**config.mk**
```make
export PLATFORM = sky130hd
export DESIGN_NAME = tmr_bank
export DESIGN_NICKNAME = d
export VERILOG_FILES = /design/src/rtl/tmr_pkg.sv /design/src/rtl/tmr_chan.sv /design/src/rtl/tmr_stamp.sv /design/src/rtl/tmr_bank.sv
export SDC_FILE = /design/constraint.sdc
export NUM_CORES = 1
export LEC_CHECK = 0
export BUFFER_PORTS_ARGS = -buffer_cell sky130_fd_sc_hd__buf_2
export CAP_MARGIN = 30
export CORE_MARGIN = 4
export CORE_UTILIZATION = 35
export CTS_BUF_LIST = sky130_fd_sc_hd__clkbuf_4 sky130_fd_sc_hd__clkbuf_8 sky130_fd_sc_hd__clkbuf_16
export DETAILED_ROUTE_END_ITERATION = 10
export HOLD_SLACK_MARGIN = 0.12
export SLEW_MARGIN = 20
export SYNTH_ARGS = -nofsm -noshare
export SYNTH_HDL_FRONTEND = slang
export SYNTH_HIERARCHICAL = 1
export SYNTH_SLANG_ARGS = --single-unit
```
**constraint.sdc**
```tcl
create_clock -name clk -period 3.8 [get_ports clk]
set_clock_uncertainty 0.05 [all_clocks]
set_input_delay 0.38 -clock clk [delete_from_list [all_inputs] [get_ports clk]]
set_output_delay 0.38 -clock clk [all_outputs]
set_load 0.01 [all_outputs]
```
**src/rtl/tmr_pkg.sv**
```systemverilog
package tmr_pkg;
    localparam int DATA_W    = 32;
    localparam int CB_RUN    = 7;
    localparam int CB_PER    = 6;
    localparam int CB_FAST   = 3;
    localparam int TS_EN_BIT = 8;

    typedef enum logic [1:0] {
        SEL_LOAD  = 2'd0,
        SEL_VALUE = 2'd1,
        SEL_CTRL  = 2'd2,
        SEL_CLEAR = 2'd3
    } chan_sel_e;
endpackage

```
**src/rtl/tmr_chan.sv**
```systemverilog
module tmr_chan
    import tmr_pkg::*;
#(
    parameter int W = 16
) (
    input  logic              clk,
    input  logic              rst_n,
    input  logic              wr_load,
    input  logic              wr_ctrl,
    input  logic              wr_clr,
    input  logic [DATA_W-1:0] wdata,
    input  logic              tick_fast,
    input  logic              tick_slow,
    input  chan_sel_e         rd_sel,
    output logic [DATA_W-1:0] rdata,
    output logic              irq
);
    typedef struct packed {
        logic [W-1:0] load;
        logic [W-1:0] cnt;
        logic         run;
        logic         per;
        logic         fast;
        logic         irq;
    } chan_st_t;

    chan_st_t st_q, st_d;
    logic     tick_pick, step, under;

    always_comb begin
        tick_pick = st_q.fast ? tick_fast : tick_slow;
        step      = st_q.run && tick_pick;
        under     = step && (st_q.cnt == '0);
        st_d      = st_q;
        if (wr_load) begin
            st_d.load = wdata[W-1:0];
            if (!st_q.run) st_d.cnt = wdata[W-1:0];
        end
        if (step) begin
            if (under) st_d.cnt = st_q.per ? st_q.load : '1;
            else       st_d.cnt = st_q.cnt - 1'b1;
        end
        if (wr_ctrl) begin
            st_d.run  = wdata[CB_RUN];
            st_d.per  = wdata[CB_PER];
            st_d.fast = wdata[CB_FAST];
        end
        if (wr_clr) st_d.irq = 1'b0;
        if (under)  st_d.irq = 1'b1;
    end

    always_ff @(posedge clk) begin
        if (!rst_n) st_q <= '0;
        else        st_q <= st_d;
    end

    always_comb begin
        rdata = '0;
        case (rd_sel)
            SEL_LOAD:  rdata = DATA_W'(st_q.load);
            SEL_VALUE: rdata = DATA_W'(st_q.cnt);
            SEL_CTRL: begin
                rdata[CB_RUN]  = st_q.run;
                rdata[CB_PER]  = st_q.per;
                rdata[CB_FAST] = st_q.fast;
            end
            default:   rdata = '0;
        endcase
    end

    assign irq = st_q.irq;

    AST_IRQ_STICKY: assert property (@(posedge clk) disable iff (!rst_n)
        (irq && !wr_clr) |=> irq);
    AST_UNDER_SETS_IRQ: assert property (@(posedge clk) disable iff (!rst_n)
        (st_q.run && tick_pick && st_q.cnt == '0) |=> irq);
    AST_STOPPED_HOLDS: assert property (@(posedge clk) disable iff (!rst_n)
        (!st_q.run && !wr_load) |=> $stable(st_q.cnt));
    AST_RELOAD_VALUE: assert property (@(posedge clk) disable iff (!rst_n)
        (st_q.run && st_q.per && tick_pick && st_q.cnt == '0 && !wr_load)
        |=> (st_q.cnt == $past(st_q.load)));
    AST_WRAP_ONES: assert property (@(posedge clk) disable iff (!rst_n)
        (st_q.run && !st_q.per && tick_pick && st_q.cnt == '0)
        |=> (st_q.cnt == '1));
endmodule

```
**src/rtl/tmr_stamp.sv**
```systemverilog
module tmr_stamp
    import tmr_pkg::*;
#(
    parameter int W = 40
) (
    input  logic              clk,
    input  logic              rst_n,
    input  logic              wr_hi,
    input  logic [DATA_W-1:0] wdata,
    input  logic              tick,
    input  logic              rd_hi,
    output logic [DATA_W-1:0] rdata
);
    localparam int HI_W = W - DATA_W;

    typedef struct packed {
        logic [W-1:0] cnt;
        logic         en;
    } ts_st_t;

    ts_st_t st_q, st_d;

    always_comb begin
        st_d = st_q;
        if (st_q.en && tick) st_d.cnt = st_q.cnt + 1'b1;
        if (wr_hi) begin
            st_d.en = wdata[TS_EN_BIT];
            if (!wdata[TS_EN_BIT]) st_d.cnt = '0;
        end
    end

    always_ff @(posedge clk) begin
        if (!rst_n) st_q <= '0;
        else        st_q <= st_d;
    end

    always_comb begin
        rdata = '0;
        if (rd_hi) begin
            rdata[HI_W-1:0]  = st_q.cnt[W-1:DATA_W];
            rdata[TS_EN_BIT] = st_q.en;
        end else begin
            rdata = st_q.cnt[DATA_W-1:0];
        end
    end

    AST_TS_STEP: assert property (@(posedge clk) disable iff (!rst_n)
        (st_q.en && tick && !wr_hi) |=> (st_q.cnt == $past(st_q.cnt) + 1'b1));
    AST_TS_IDLE: assert property (@(posedge clk) disable iff (!rst_n)
        (!tick && !wr_hi) |=> $stable(st_q.cnt));
    AST_TS_OFF_ZERO: assert property (@(posedge clk) disable iff (!rst_n)
        (wr_hi && !wdata[TS_EN_BIT]) |=> (st_q.cnt == '0 && !st_q.en));
endmodule

```
**src/rtl/tmr_bank.sv**
```systemverilog
module tmr_bank
    import tmr_pkg::*;
#(
    parameter int NARROW_W = 16,
    parameter int WIDE_W   = 32,
    parameter int STAMP_W  = 40
) (
    input  logic        clk,
    input  logic        rst_n,
    input  logic [6:0]  reg_addr,
    input  logic        reg_wr,
    input  logic [31:0] reg_wdata,
    output logic [31:0] reg_rdata,
    input  logic        tick_fast,
    input  logic        tick_slow,
    input  logic        tick_ts,
    output logic [2:0]  irq
);
    localparam int NCH     = 3;
    localparam int TS_SLOT = 3;

    logic [1:0]        slot;
    logic              in_win;
    chan_sel_e         sel;
    logic [DATA_W-1:0] ch_rdata [NCH];
    logic [DATA_W-1:0] ts_rdata;
    logic              ts_wr_hi, ts_rd_hi, ts_hit;

    assign slot   = reg_addr[6:5];
    assign in_win = !reg_addr[4];
    assign sel    = chan_sel_e'(reg_addr[3:2]);
    assign ts_hit = (slot == 2'(TS_SLOT)) && in_win && (reg_addr[3] == 1'b0);
    assign ts_rd_hi = reg_addr[2];
    assign ts_wr_hi = reg_wr && ts_hit && reg_addr[2];

    for (genvar i = 0; i < NCH; i++) begin : g_ch
        localparam int CW = (i == NCH - 1) ? WIDE_W : NARROW_W;
        logic hit;
        assign hit = (slot == 2'(i)) && in_win && reg_wr;
        tmr_chan #(.W(CW)) u_ch (
            .clk       (clk),
            .rst_n     (rst_n),
            .wr_load   (hit && sel == SEL_LOAD),
            .wr_ctrl   (hit && sel == SEL_CTRL),
            .wr_clr    (hit && sel == SEL_CLEAR),
            .wdata     (reg_wdata),
            .tick_fast (tick_fast),
            .tick_slow (tick_slow),
            .rd_sel    (sel),
            .rdata     (ch_rdata[i]),
            .irq       (irq[i])
        );
    end

    tmr_stamp #(.W(STAMP_W)) u_ts (
        .clk   (clk),
        .rst_n (rst_n),
        .wr_hi (ts_wr_hi),
        .wdata (reg_wdata),
        .tick  (tick_ts),
        .rd_hi (ts_rd_hi),
        .rdata (ts_rdata)
    );

    always_comb begin
        reg_rdata = '0;
        if (in_win) begin
            if (slot == 2'(TS_SLOT)) begin
                if (ts_hit) reg_rdata = ts_rdata;
            end else begin
                reg_rdata = ch_rdata[slot];
            end
        end
    end

    AST_IRQ_NEEDS_TICK: assert property (@(posedge clk) disable iff (!rst_n)
        (!tick_fast && !tick_slow) |=> ($countones(irq & ~$past(irq)) == 0));
endmodule

```
Yosys cells after proc, flatten, opt, wreduce, memory -nomap -nowiden. Cells that the tools add are included.

Logic and storage cells: 127. Input port bits: 45. Flip-flop bits (word level): 181.

Multiplexer cells: 50. Add/subtract/negate cells: 4. Bitwise gates (word level): 2. Magnitude comparators: 1. Reduce and logical (&&, ||, !) cells: 41. Equal/unequal tests: 9.

Operators by type and width (count): $mux 32 (10); $mux 16 (10); $mux 40 (2); $bmux 32 s2 (1); $pmux 24 s2 (1); $mux 41 (1); $add 40x1->40 const B (1); $logic_not 16->1 (2); $logic_not 32->1 (1); $pmux 8 s2 (2); $sub 16x1->16 const B (2); $sub 32x1->32 const B (1); $logic_and 1x1->1 (26); $mux 23 (1); $pmux 2 s3 (3); $pmux 3 s2 (3); $pmux 2 s2 (3); $reduce_bool 2->1 (6); $mux 1 (9); $mux 9 (1); $pmux 1 s3 (3); $eq 2x2->1 const B (4); $ne 2x2->1 const B (3); $reduce_and 2->1 (3); other kinds (6) (8).

Depth between registers and ports, before layout.
Word-level depth: 7. Gate-level depth with buffers: 11. Gate-level depth less buffers: 8.

By module. Netlist, hierarchy kept.

Modules (own cells, without submodules): tmr_chan at g_ch[0].u_ch ... (cells each 268, times used 2, area an instance 2307.2 sq um); tmr_chan at g_ch[2].u_ch (cells each 538, times used 1, area an instance 4185.3 sq um); tmr_stamp (cells each 279, times used 1, area an instance 2273.4 sq um); tmr_bank (cells each 136, times used 1, area an instance 1161.1 sq um).

Least setup slack after synthesis. OpenSTA, ideal clock, no wires.

Path type: reg2reg. Start point: register g_ch[2].u_ch/st_q[4] (netlist name). End point: register g_ch[2].u_ch/st_q[15] (netlist name). Data arrival time: 2.332 ns. Slack: 1.282 ns. Cell stages (with the launch flop): 11. Period minus slack after synthesis: 2.518 ns. Data required time: 3.614 ns. Cell sequence: dfxtp_1 -> inv_1 -> ha_1 -> or4b_1 -> clkbuf_1 -> nor2_2 -> nand3_4 -> or4_4 -> buf_6 -> nor3_2 -> o32ai_1.

Word-level cells in the longest chain between the ends: 4. Elaborated cells between the ends (all ways): 5. Those cells by class: add/sub (1); mux (2); reduce/logical (2).

RTL lines: from (decl) (RTL line tmr_chan.sv:27) `chan_st_t st_q, st_d;`; from (signal assigned) (RTL line tmr_chan.sv:54) `else st_q <= st_d;`; branches (longest 2 deep; another with $sub 32x1->32); $mux 32 * (RTL line tmr_chan.sv:40) `if (under) st_d.cnt = st_q.per ? st_q.load : '1;`; $mux 32 * (RTL line tmr_chan.sv:39) `if (step) begin`.

Mark *: on every way between the ends. A chain may end at the register's enable or synchronous reset.

Worst setup path after layout. Same ends and word-level chain as after synthesis.

==> impl_metrics.json <==
{
  "io_pins": 80,
  "yosysUniqueCellTypes": 75,
  "max_freq_mhz": 322,
  "cts_setup_buffers": 0,
  "holdCritPathClass": "in2reg",
  "num_vias": 11200,
  "first_pass_iters": 8,
  "synth-seq-cells": 181,
  "die_h_um": 195,
  "drt-total-wl_um": 39100,
  "finalSetupViolations": 0,
  "tns_ns": 0,
  "wire_per_inst_um": 19.8,
  "cts_buffers": 17,
  "post-route-util_pct": 38.5,
  "grt_usage_pct": 19.9,
  "arrival_ns": 3.41,
  "dp_hpwl_um": 28000,
  "period_needed_ns": 3.11,
  "power.leakage_uw": 0.00505,
  "diodes": 0,
  "powerDensity_mw_per_mm2": 319,
  "grt_pass1_vias": 10700,
  "grt_max_degree": 51,
  "cp-end-kind": "flip-flop",
  "numPortBuffers": 77,
  "die_x_um": 195,
  "clk_latency_ns": 0.45,
  "dr.first_iter.drc_count": 1069,
  "netlist_area_mm2": 0.0122,
  "synth.yosys.warnings": 6,
  "holdBufCountCts": 0,
  "r2r_setup_slack_ns": 0.69,
  "synth-edff-count": 0,
  "slew_viol_final": 0,
  "avgViaCountPerCell": 5.68,
  "fillers": 3610,
  "worstPathMaxFanout": 12,
  "clockRootBuffer": "clkbuf_16",
  "design.die.area_mm2": 0.0380,
  "drive_above_1_share_pct": 13.6,
  "clk_path_buf_depth": 2,
  "setup.worst_path.start": "g_ch[2].u_ch/st_q[4]",
  "post-route-period-util_pct": 81.8,
  "ctsHtreeMaxLevel": 4,
  "r2r_end": "g_ch[2].u_ch/st_q[15]",
  "cts_resized": 0,
  "antenna_found_initial": 1,
  "gp_congestion": 0.899,
  "postSynth.asyncResetShare_pct": 0,
  "grt_overflow": 0,
  "regToRegStartpoint": "g_ch[2].u_ch/st_q[4]",
  "critPathCapture": "g_ch[2].u_ch/st_q[15]",
  "synth-seq-area-share_pct": 29.6,
  "place_ws_ns": 0.759,
  "final_common_cell": "nor2_1",
  "clk_pin_slew_ns": 0.07,
  "crit_required_ns": 4.10,
  "grt_pass1_wl_um": 61400,
  "maxCapViolations": 0,
  "nets": 1555,
  "core_area_mm2": 0.0345,
  "syn_area_per_cell_um2": 8.22,
  "rows": 68,
  "initial_core_util_pct": 35.4,
  "hold_viol": 0,
  "grt_setup_unrepaired": "false",
  "tightest_slew_ns": 0.894,
  "cts_tree": "done",
  "whs_ns": 0.147,
  "synthCells": 1489,
  "critical_path_class": "reg2reg",
  "postRouteAntennaNets": 0,
  "finalWorstSetupSlack_ns": 0.692,
  "post-route-drc-count": 0,
  "relSlewSlack_pct": 40.3,
  "status": "finished, final reports clean",
  "vdd.ir_drop.worst_mv": 0.274,
  "cts.sinks": 181,
  "crit_path_start_kind": "flip-flop",
  "synthFlopType": "dfxtp_1",
  "layout_common_cells": "185 x nor2_1, 181 x dfxtp_1, 157 x mux2i_1",
  "syn2layout_area_growth_pct": 8.71,
  "reg2regPathDepth": 8
}
[registers in the layout, summed over array words and instances (netlist names)]
| name | count |
|---|---|
| g_ch.u_ch/st_q | 137 |
| u_ts/st_q | 41 |
| g_ch.u_ch/irq | 3 |
[worst min-delay path by stage]
stage,slack [ns],start,cells past startpoint,endpoint
2_1_floorplan,0.39,u_ts/st_q[40],2,u_ts/st_q[40]
3_3_place_gp,0.41,u_ts/st_q[40],2,u_ts/st_q[40]
3_5_place_dp,0.43,u_ts/st_q[40],2,u_ts/st_q[40]
4_1_cts,0.13,reg_wdata[28],3,g_ch[2].u_ch/st_q[64]
5_1_grt,0.16,reg_wdata[29],3,g_ch[2].u_ch/st_q[65]
6_report,0.15,reg_wdata[28],3,g_ch[2].u_ch/st_q[64]
[critical path, cell delays in order (launching register included)]
cell	delay (ns)
dfxtp_1	0.35
inv_1	0.08
ha_1	0.21
or4b_1	0.62
nor2_2	0.33
and3_1	0.32
and3_1	0.60
nor2_1	0.14
o32ai_1	0.30
[power by group]
part | internal [uW] | leakage [uW] | switching (uW) | total, uW
Sequential | 1910 | 0.00146 | 23.0 | 1930
Clock | 928 | 0.000278 | 838 | 1770
Combinational | 205 | 0.00331 | 341 | 546
[cell families after synthesis]
family                     Yosys count  share of synthesized area (%)
muxes                              203                           17.4
other                                2                         0.0614
and+or+nand+nor                    612                           26.6
AOI/OAI and AO/OA                  280                           14.9
DFF                                181                           29.6
buffers and inverters              155                           7.30
adders and majority gates            4                          0.409
xor gates and xnor gates            52                           3.72
[cells in the mapped netlist (22+ instances only)]
cell | n | area [um2]
or3_1 | 22 | 138
buf_4 | 35 | 263
clkbuf_1 | 63 | 236
nand3_1 | 32 | 160
a222oi_1 | 31 | 310
o21ai_0 | 76 | 380
dfxtp_1 | 181 | 3620
nor2b_1 | 68 | 425
nand4_1 | 22 | 138
a21oi_1 | 63 | 315
a31oi_1 | 25 | 156
nand2_1 | 140 | 526
xor2_1 | 32 | 280
mux2i_1 | 157 | 1570
nor2_1 | 187 | 702
[stage by stage]
step	total power, uW	area, um2	cells
2_1_floorplan	2390	12300	1519
3_3_place_gp	2510	12700	1942
3_5_place_dp	2510	12700	1942
4_1_cts	4270	13300	1974
5_1_grt	4410	13300	1974
6_report	4250	13300	1974
[per-layer routing]
layer	wire, um	vias up	GRT usage [%]
met5	7	-	0
met4	1040	2	6.88
met3	2180	69	2.72
met2	17700	366	31.5
met1	18100	5400	28.0
li1	-	5368	-
[final cells by class]
type	count	area [um2]	share of cell area (%)
Inverter	14	52.6	0.395
Sequential cell	181	3620	27.2
Multi-Input combinational cell	1183	7850	59.0
Tap cell	455	569	4.28
Clock buffer	18	439	3.30
Timing Repair Buffer	109	641	4.82
Clock inverter	14	129	0.969
(Power assumes the default switching activity.)
